`src/rtl/plm_start_rx.sv`:
```
module plm_start_rx #(
  parameter int SAMPLE_DIV = 4,
  parameter int VOTE_FIRST = 6,
  parameter int VOTES      = 5,
  parameter bit FRAME_MARK = 1'b1
) (
  input  logic       clk,
  input  logic       rst_n,
  input  logic       rx_in,
  output logic       byte_valid,
  output logic       frame_bit,
  output logic [7:0] data_out,
  output logic       parity_error,
  output logic       framing_error
);
  localparam int DIV_W      = (SAMPLE_DIV > 1) ? $clog2(SAMPLE_DIV) : 1;
  localparam int VOTE_LAST  = VOTE_FIRST + VOTES - 1;
  localparam int VOTE_W     = $clog2(VOTES + 1);
  localparam int CHECK_SLOT = 8;
  localparam int STOP_IDX   = 11;
  localparam int PAR_IDX    = 10;

  logic [1:0]       rx_sync;
  logic             rx_s;
  logic [DIV_W-1:0] div_cnt;
  logic             tick;
  logic             busy;
  logic [3:0]       slot, slot_now;
  logic [3:0]       bit_idx, bit_now;
  logic [VOTE_W-1:0] votes, vote_sum;
  logic             maj;
  logic             fb_r, par_r;
  logic [7:0]       sh_r;
  logic             par_calc;

  assign rx_s     = rx_sync[1];
  assign tick     = (div_cnt == DIV_W'(SAMPLE_DIV - 1));
  assign slot_now = slot + 4'd1;
  assign bit_now  = (slot == 4'd15) ? bit_idx + 4'd1 : bit_idx;
  assign vote_sum = votes + VOTE_W'(rx_s);
  assign maj      = (vote_sum > VOTE_W'(VOTES / 2));
  assign par_calc = (^sh_r) ^ par_r ^ ((fb_r == FRAME_MARK) ? fb_r : 1'b0);

  always_ff @(posedge clk or negedge rst_n) begin
    if (!rst_n) begin
      rx_sync <= 2'b11;
      div_cnt <= '0;
    end else begin
      rx_sync <= {rx_sync[0], rx_in};
      div_cnt <= tick ? '0 : div_cnt + DIV_W'(1);
    end
  end

  always_ff @(posedge clk or negedge rst_n) begin
    if (!rst_n) begin
      busy          <= 1'b0;
      slot          <= '0;
      bit_idx       <= '0;
      votes         <= '0;
      fb_r          <= 1'b0;
      par_r         <= 1'b0;
      sh_r          <= '0;
      byte_valid    <= 1'b0;
      frame_bit     <= 1'b0;
      data_out      <= '0;
      parity_error  <= 1'b0;
      framing_error <= 1'b0;
    end else begin
      byte_valid <= 1'b0;
      if (tick) begin
        if (!busy) begin
          if (!rx_s) begin
            busy    <= 1'b1;
            slot    <= '0;
            bit_idx <= '0;
            votes   <= '0;
          end
        end else begin
          slot    <= slot_now;
          bit_idx <= bit_now;
          if (bit_now == 4'd0 && slot_now == 4'(CHECK_SLOT) && rx_s)
            busy <= 1'b0;
          if (slot_now >= 4'(VOTE_FIRST) && slot_now < 4'(VOTE_LAST))
            votes <= vote_sum;
          if (slot_now == 4'(VOTE_LAST)) begin
            votes <= '0;
            if (bit_now == 4'd1)
              fb_r <= maj;
            else if (bit_now >= 4'd2 && bit_now <= 4'd9)
              sh_r <= {maj, sh_r[7:1]};
            else if (bit_now == 4'(PAR_IDX))
              par_r <= maj;
            else if (bit_now == 4'(STOP_IDX)) begin
              busy          <= 1'b0;
              byte_valid    <= 1'b1;
              frame_bit     <= fb_r;
              data_out      <= sh_r;
              parity_error  <= par_calc;
              framing_error <= ~maj;
            end
          end
        end
      end
    end
  end
endmodule

```
`config.mk`:
```
export PLATFORM = sky130hd
export DESIGN_NAME = plm_start_rx
export DESIGN_NICKNAME = d
export VERILOG_FILES = /design/src/rtl/plm_start_rx.sv
export SDC_FILE = /design/constraint.sdc
export NUM_CORES = 1
export LEC_CHECK = 0
export BUFFER_PORTS_ARGS = -buffer_cell sky130_fd_sc_hd__buf_4
export CAP_MARGIN = 5
export CORE_ASPECT_RATIO = 1.4
export CORE_MARGIN = 2
export CORE_UTILIZATION = 59
export DETAILED_ROUTE_END_ITERATION = 10
export GPL_ROUTABILITY_DRIVEN = 0
export GPL_TIMING_DRIVEN = 0
export HOLD_SLACK_MARGIN = 0.12
export PLACE_DENSITY = 0.79
export SLEW_MARGIN = 20
export SYNTH_ARGS = -nofsm -noshare
export SYNTH_HDL_FRONTEND = slang
export SYNTH_SLANG_ARGS = --single-unit
```
`constraint.sdc`:
```
create_clock -name clk -period 3.34 [get_ports clk]
set_clock_uncertainty 0.15 [all_clocks]
set_input_delay 0 -clock clk [delete_from_list [all_inputs] [get_ports clk]]
set_output_delay 0 -clock clk [all_outputs]
set_load 0.05 [all_outputs]
```
==> results of run 1 <==
[synthesized netlist by cell type (2+ instances only)]
cell	count	area [sq um]
nor2b_1	3	18.8
nand3_1	3	15.0
nand2_1	12	45.0
ha_1	7	87.6
o21ai_0	2	10.0
nand3b_1	2	15.0
a211o_1	2	17.5
o31ai_1	2	15.0
inv_1	5	18.8
clkbuf_1	2	7.51
xor2_1	5	43.8
xnor2_1	10	87.6
mux2_4	8	120
dfrtp_1	36	901
mux2_1	12	135
dfstp_2	2	52.6
a22o_1	2	17.5
o21ai_1	10	50.1
a31oi_1	3	18.8
mux2i_1	2	20.0
nor2_1	8	30.0
[power groups by stage]
stage | logic, mW | registers, mW | clock network [mW]
final | 0.313 | 0.554 | 0.479
after global placement | 0.282 | 0.557 | 0
after global routing | 0.353 | 0.561 | 0.504
after floorplan | 0.241 | 0.548 | 0
after detailed placement | 0.300 | 0.562 | 0
after CTS | 0.317 | 0.553 | 0.483
[registers in the layout, summed over array words and instances (netlist names)]
signal,flops
par_r,1
votes,3
busy,1
sh_r,8
data_out,8
div_cnt,2
parity_error,1
rx_sync,2
framing_error,1
frame_bit,1
fb_r,1
slot,4
byte_valid,1
bit_idx,4
[area by class of cell]
class,count,area (sq um),share of cell area [%]
Multi-Input combinational cell,111,900,39.9
Buffer,5,31.3,1.39
Timing Repair Buffer,18,155,6.89
Inverter,6,22.5,0.999
Tap cell,39,48.8,2.17
Sequential cell,38,953,42.3
Clock inverter,2,60.1,2.67
Clock buffer,6,82.6,3.66
[kinds of logic after synthesis]
family	share of synthesized area (%)
and+or+nand+nor	11.0
xor gates and xnor gates	6.89
AOI/OAI and AO/OA	10.2
buffers and inverters	2.82
DFF	50.0
muxes	14.4
adders and majority gates	4.59
[per-layer routing]
layer / track usage [%] / routed length (um)
met5: 0 / 0
met1: 24.4 / 1380
met3: 5.21 / 111
met4: 7.02 / 63
met2: 39.1 / 1910
[critical path: stages (launching register included)]
cell and delay (ns):
dfrtp_1 0.50, ha_1 0.35, nand3_4 0.14, or3_1 0.39
a211oi_2 0.27, nor3b_2 0.27, nand3_2 0.15, buf_6 0.19
mux2_4 0.30
[through the flow]
stage	setup WS, ns	power (mW)	hold slack (ns)	cells
after floorplan	0.789	0.789	-0.446	160
after global placement	0.568	0.839	-0.168	213
final	0.503	1.35	0.208	225
after global routing	0.333	1.42	0.211	225
after CTS	0.478	1.35	0.210	225
after detailed placement	0.511	0.862	-0.157	213
[layout by cell type, fill, tap and decap left out, types with 2 or more instances in the layout]
cell type,n
bufinv_16,2
buf_4,15
o31ai_1,2
dfrtp_1,36
xnor2_1,10
inv_1,5
mux2_1,12
a22o_1,2
dlygate4sd3_1,3
nor2_1,8
mux2i_1,2
nand3_1,3
xor2_1,5
a31oi_1,3
a211o_1,2
dfstp_2,2
nand3b_1,2
clkbuf_1,2
clkbuf_8,6
o21ai_1,10
mux2_4,8
ha_1,7
o21ai_0,2
nand2_1,12
nor2b_1,3
[final timing paths]
kind | startpoint | endpoint | depth (start not counted)
worst max register to register | slot[0]$_DFFE_PN0P_ | data_out[0]$_DFFE_PN0P_ | 8
max in group asynchronous | rst_n | bit_idx[3]$_DFFE_PN0P_ | 4
worst max-delay path | slot[0]$_DFFE_PN0P_ | data_out[0]$_DFFE_PN0P_ | 8
worst min register to register | rx_sync[0]$_DFF_PN1_ | rx_sync[1]$_DFF_PN1_ | 0
min in group asynchronous | rst_n | rx_sync[1]$_DFF_PN1_ | 3
worst min-delay path | rx_sync[0]$_DFF_PN1_ | rx_sync[1]$_DFF_PN1_ | 0
==> out/qor.yml, run 1 <==
outcome:
  outcome: "completed"
route:
  vias: 1300
  initialDrtViolationCount: 20
  post_drt_via_cell_ratio: 5.78
  dr.pass1.iters: 5
  drc_errors: 0
  wl_per_cell_um: 15.4
  drtAntennaViolNets: 0
  drt_wl_total_mm: 3.46
synth:
  synth_cells: 160
  ys_ff_latch: 38
  yosysWarningCount: 0
  synth_ff_type: "dfrtp_1"
  synth.avg_cell_area_sq_um: 11.9
  syn_area_sq_um: 1910
  synth_nets: 170
  synth_seq_area_share_pct: 50.0
  synth_edf_count: 0
  async_flop_share_pct: 100
  synth_cell_types: 43
floorplan:
  die_w_um: 52.0
  initial_core_util_pct: 61.7
  ios: 15
  fp.dieArea_sq_um: 3710
  core-area_sq_um: 3090
  die_h_um: 71.3
  rows: 24
power:
  vdd_ir_drop_max_mv: 0.521
  p_switching_mw: 0.393
  combPwrFrac_pct: 23.3
  p_leak_nw: 1.13
  power_frac_seq_pct: 41.2
  switching_share_pct: 29.2
  p_int_mw: 0.952
  p_per_area_nw_per_um2: 597
  power_frac_clock_pct: 35.6
clock_network:
  clock-sinks: 38
  clkTransAtPathRegs_ns: 0.07
  clk_path_buf_depth: 2
  cts_setup_buffers: 0
  cts_hold_buf: 4
  root_buffer: "clkbuf_8"
  cts_tree: "built"
  numCtsBuffers: 5
  clock_latency_ns: 0.28
  ctsResizeCount: 0
  cts_max_level: 2
global_routing:
  grt_start_max_net_pins: 37
  grt_overflow_total: 0
  grt.total_usage_pct: 21.7
  grt_pass1_wl_mm: 6.05
  antenna_found_initial: 0
  grt_pass1_vias: 1352
cells_and_area:
  nNetsFinal: 195
  layout-drive-gt1-share_pct: 22.0
  syn_to_final_growth_pct: 18.2
  post-route-util_pct: 72.9
  finish.instance_area_sq_um: 2250
  n_fill_cell: 208
  antenna_cells: 0
critical_path:
  cp.required_ns: 3.36
  cp_max_fo: 10
  worstSetupEndpointType: "register"
  critPathKind: "register to register"
  start_kind: "register"
  r2r_slack_ns: 0.50
  crit_arrival_ns: 2.86
timing:
  finalHoldViolCount: 0
  worst_pin_slew_ns: 0.443
  setup_viol: 0
  rsz0062_at_grt: "no"
  relSlewSlack_pct: 70.5
  fin_crit_sh_pct: 85.0
  layout_min_cycle_time_ns: 2.84
  setup-tns-final_ns: 0
  slew_violations: 0
  fmax_mhz: 352
placement:
  dp_hpwl_mm: 2.47
  place_area_sq_um: 2060
  numPortBuffers: 14
flow_run:
  max_cap_violations: 0
min_path:
  hp-class: "register to register"
No activity file was read; power rests on OpenSTA's default activity.
==> run 2, diff against run 1 <==
--- a/config.mk
+++ b/config.mk
@@ -5,16 +5,17 @@
 export SDC_FILE = /design/constraint.sdc
 export NUM_CORES = 1
 export LEC_CHECK = 0
+export ABC_AREA = 1
 export BUFFER_PORTS_ARGS = -buffer_cell sky130_fd_sc_hd__buf_4
 export CAP_MARGIN = 5
 export CORE_ASPECT_RATIO = 1.4
 export CORE_MARGIN = 2
-export CORE_UTILIZATION = 59
+export CORE_UTILIZATION = 54
 export DETAILED_ROUTE_END_ITERATION = 10
 export GPL_ROUTABILITY_DRIVEN = 0
 export GPL_TIMING_DRIVEN = 0
 export HOLD_SLACK_MARGIN = 0.12
-export PLACE_DENSITY = 0.79
+export PLACE_DENSITY = 0.75
 export SLEW_MARGIN = 20
 export SYNTH_ARGS = -nofsm -noshare
 export SYNTH_HDL_FRONTEND = slang
==> constraint.sdc (replaced) <==
create_clock -name clk -period 2.5 [get_ports clk]
set_clock_uncertainty 0.15 [all_clocks]
set_input_delay 0 -clock clk [delete_from_list [all_inputs] [get_ports clk]]
set_output_delay 0 -clock clk [all_outputs]
set_load 0.05 [all_outputs]
==> run 2 against run 1 <==
Net effect:
- fmax grew 32%
- non-clock buffer count grew 1
- via count grew 18%
- clock-buffer cell count unchanged
- die area is 19% higher
==> out/qor.yml, run 2 <==
critical_path:
  worstSetupEndpointType: "register"
  cp.required_ns: 2.53
  critPathKind: "register to register"
  cp_max_fo: 10
  start_kind: "register"
  r2r_slack_ns: 0.35
  crit_arrival_ns: 2.19
synth:
  synth_seq_area_share_pct: 45.5
  synthTopCellsByCount: "nand2_1, dfrtp_1, inv_1"
  ys_ff_latch: 38
  synth_top_cell_area_share_pct: 43.0
  async_flop_share_pct: 100
  syn_area_sq_um: 2100
  synth.avg_cell_area_sq_um: 8.96
  yosysTopAreaCell: "dfrtp_1"
  yosysMostFrequentCell: "nand2_1"
  synth_edf_count: 0
  yosysWarningCount: 0
  synth.area.top_cells: "dfrtp_1, nand2_1, o21ai_2"
  synth_cells: 234
  synth_nets: 244
  synth_ff_type: "dfrtp_1"
  synth_cell_types: 29
route:
  dr.pass1.iters: 4
  post_drt_via_cell_ratio: 5.08
  drc_errors: 0
  initialDrtViolationCount: 44
  vias: 1533
  drt_wl_total_mm: 3.65
  drtAntennaViolNets: 0
  wl_per_cell_um: 12.1
timing:
  rsz0062_at_grt: "no"
  hold_ws_ns: 0.207
  setup-tns-final_ns: 0
  relSlewSlack_pct: 71.7
  fin_crit_sh_pct: 86.0
  setup_slack_ns: 0.349
  slew_violations: 0
  worst_pin_slew_ns: 0.425
  finalHoldViolCount: 0
  layout_min_cycle_time_ns: 2.15
  fmax_mhz: 465
  setup_viol: 0
floorplan:
  rows: 26
  die_h_um: 77.7
  initial_core_util_pct: 57.0
  fp.dieArea_sq_um: 4400
  core-area_sq_um: 3680
  die_w_um: 56.7
  ios: 15
power:
  power_mw: 1.67
  vdd_ir_drop_max_mv: 0.607
  p_per_area_nw_per_um2: 694
  p_leak_nw: 1.18
clock_network:
  clock-sinks: 38
  cts_max_level: 2
  numCtsBuffers: 5
  clk_path_buf_depth: 2
  cts_tree: "built"
  cts_setup_buffers: 0
  clkTransAtPathRegs_ns: 0.07
  root_buffer: "clkbuf_8"
  clock_latency_ns: 0.29
placement:
  place_area_sq_um: 2250
  dp_worst_setup_slack_ns: 0.351
  dp_hpwl_mm: 2.64
  numPortBuffers: 14
global_routing:
  grt_overflow_total: 0
  grt_start_max_net_pins: 37
  grt_pass1_wl_mm: 6.62
  grt_pass1_vias: 1564
  grt.total_usage_pct: 19.3
  antenna_found_initial: 0
cells_and_area:
  nNetsFinal: 269
  largestRegisters: "data_out (8), sh_r (8)"
  n_fill_cell: 323
  layout-drive-gt1-share_pct: 30.0
  syn_to_final_growth_pct: 14.4
  layout_commonest_cell: "nand2_1"
  antenna_cells: 0
  finish.instance_area_sq_um: 2400
  layout_common_cells: "nand2_1, dfrtp_1, inv_1"
flow_run:
  max_cap_violations: 0
outcome:
  outcome: "completed"
min_path:
  hp-class: "primary input to register"
==> run 2: path summary, 6_finish.rpt <==
check | startpoint | endpoint | cells past startpoint
setup / recovery | slot[0]$_DFFE_PN0P_ | sh_r[4]$_DFFE_PN0P_ | 8
hold / removal | rx_in | rx_sync[0]$_DFF_PN1_ | 2
setup reg to reg | slot[0]$_DFFE_PN0P_ | sh_r[4]$_DFFE_PN0P_ | 8
hold reg to reg | rx_sync[0]$_DFF_PN1_ | rx_sync[1]$_DFF_PN1_ | 0
max in group asynchronous | rst_n | frame_bit$_DFFE_PN0P_ | 4
min in group asynchronous | rst_n | rx_sync[0]$_DFF_PN1_ | 3
==> run 2: cells by family after synthesis <==
kind of cell    after synthesis  synth area share, %
buf+inv                      40                 8.48
fa+ha+maj                     7                 4.18
compound gates               31                 11.2
flops                        38                 45.5
xor+xnor                      8                 3.70
simple gates                110                 27.0
==> run 2: worst max-delay path, cell delays in order, from the launching register on <==
cell and delay (ns):
dfrtp_1 0.47, ha_1 0.33, xnor2_2 0.24, nand3_1 0.20, nor2_2 0.22, nand3_4 0.14, buf_6 0.18, nand2_2 0.06
o21ai_2 0.04
==> run 2: metal layers <==
metal / vias to the layer above / share of wire [%] / track usage [%]
li1: 795 / - / -
met1: 710 / 40 / 20.3
met2: 22 / 55 / 35.7
met3: 6 / 3.1 / 5.00
met4: 0 / 1.6 / 7.38
met5: - / 0 / 0
==> run 2: repair_timing <==
| action | in CTS | in global routing |
|---|---|---|
| hold endpoints to repair | 39 | 0 |
| gates resized for setup | 0 | 0 |
| setup endpoints to repair | 0 | 0 |
| hold buffers | 4 | 0 |
==> run 2: final cells by class <==
cell class | count | area, sq um | area share, %
clock inverter | 2 | 12.5 | 0.522
sequential | 38 | 953 | 39.7
clock buffer | 6 | 82.6 | 3.44
multi-input combinational | 156 | 965 | 40.2
timing repair buffer | 18 | 155 | 6.47
buffer | 6 | 50.0 | 2.09
tap | 42 | 52.6 | 2.19
inverter | 34 | 128 | 5.32
==> run 2: through the flow <==
| stage | instances | util [%] |
|---|---|---|
| 5_1_grt | 302 | 65.2 |
| 3_3_place_gp | 290 | 61.3 |
| 6_report | 302 | 65.2 |
| 2_1_floorplan | 234 | - |
| 3_5_place_dp | 290 | 61.3 |
| 4_1_cts | 302 | 65.2 |
==> run 2: power by group <==
part / total (mW) / switching [mW] / internal, mW
Clock: 0.436 / 0.215 / 0.221
Combinational: 0.495 / 0.314 / 0.181
Sequential: 0.734 / 0.0604 / 0.674
Total: 1.67 / 0.590 / 1.08
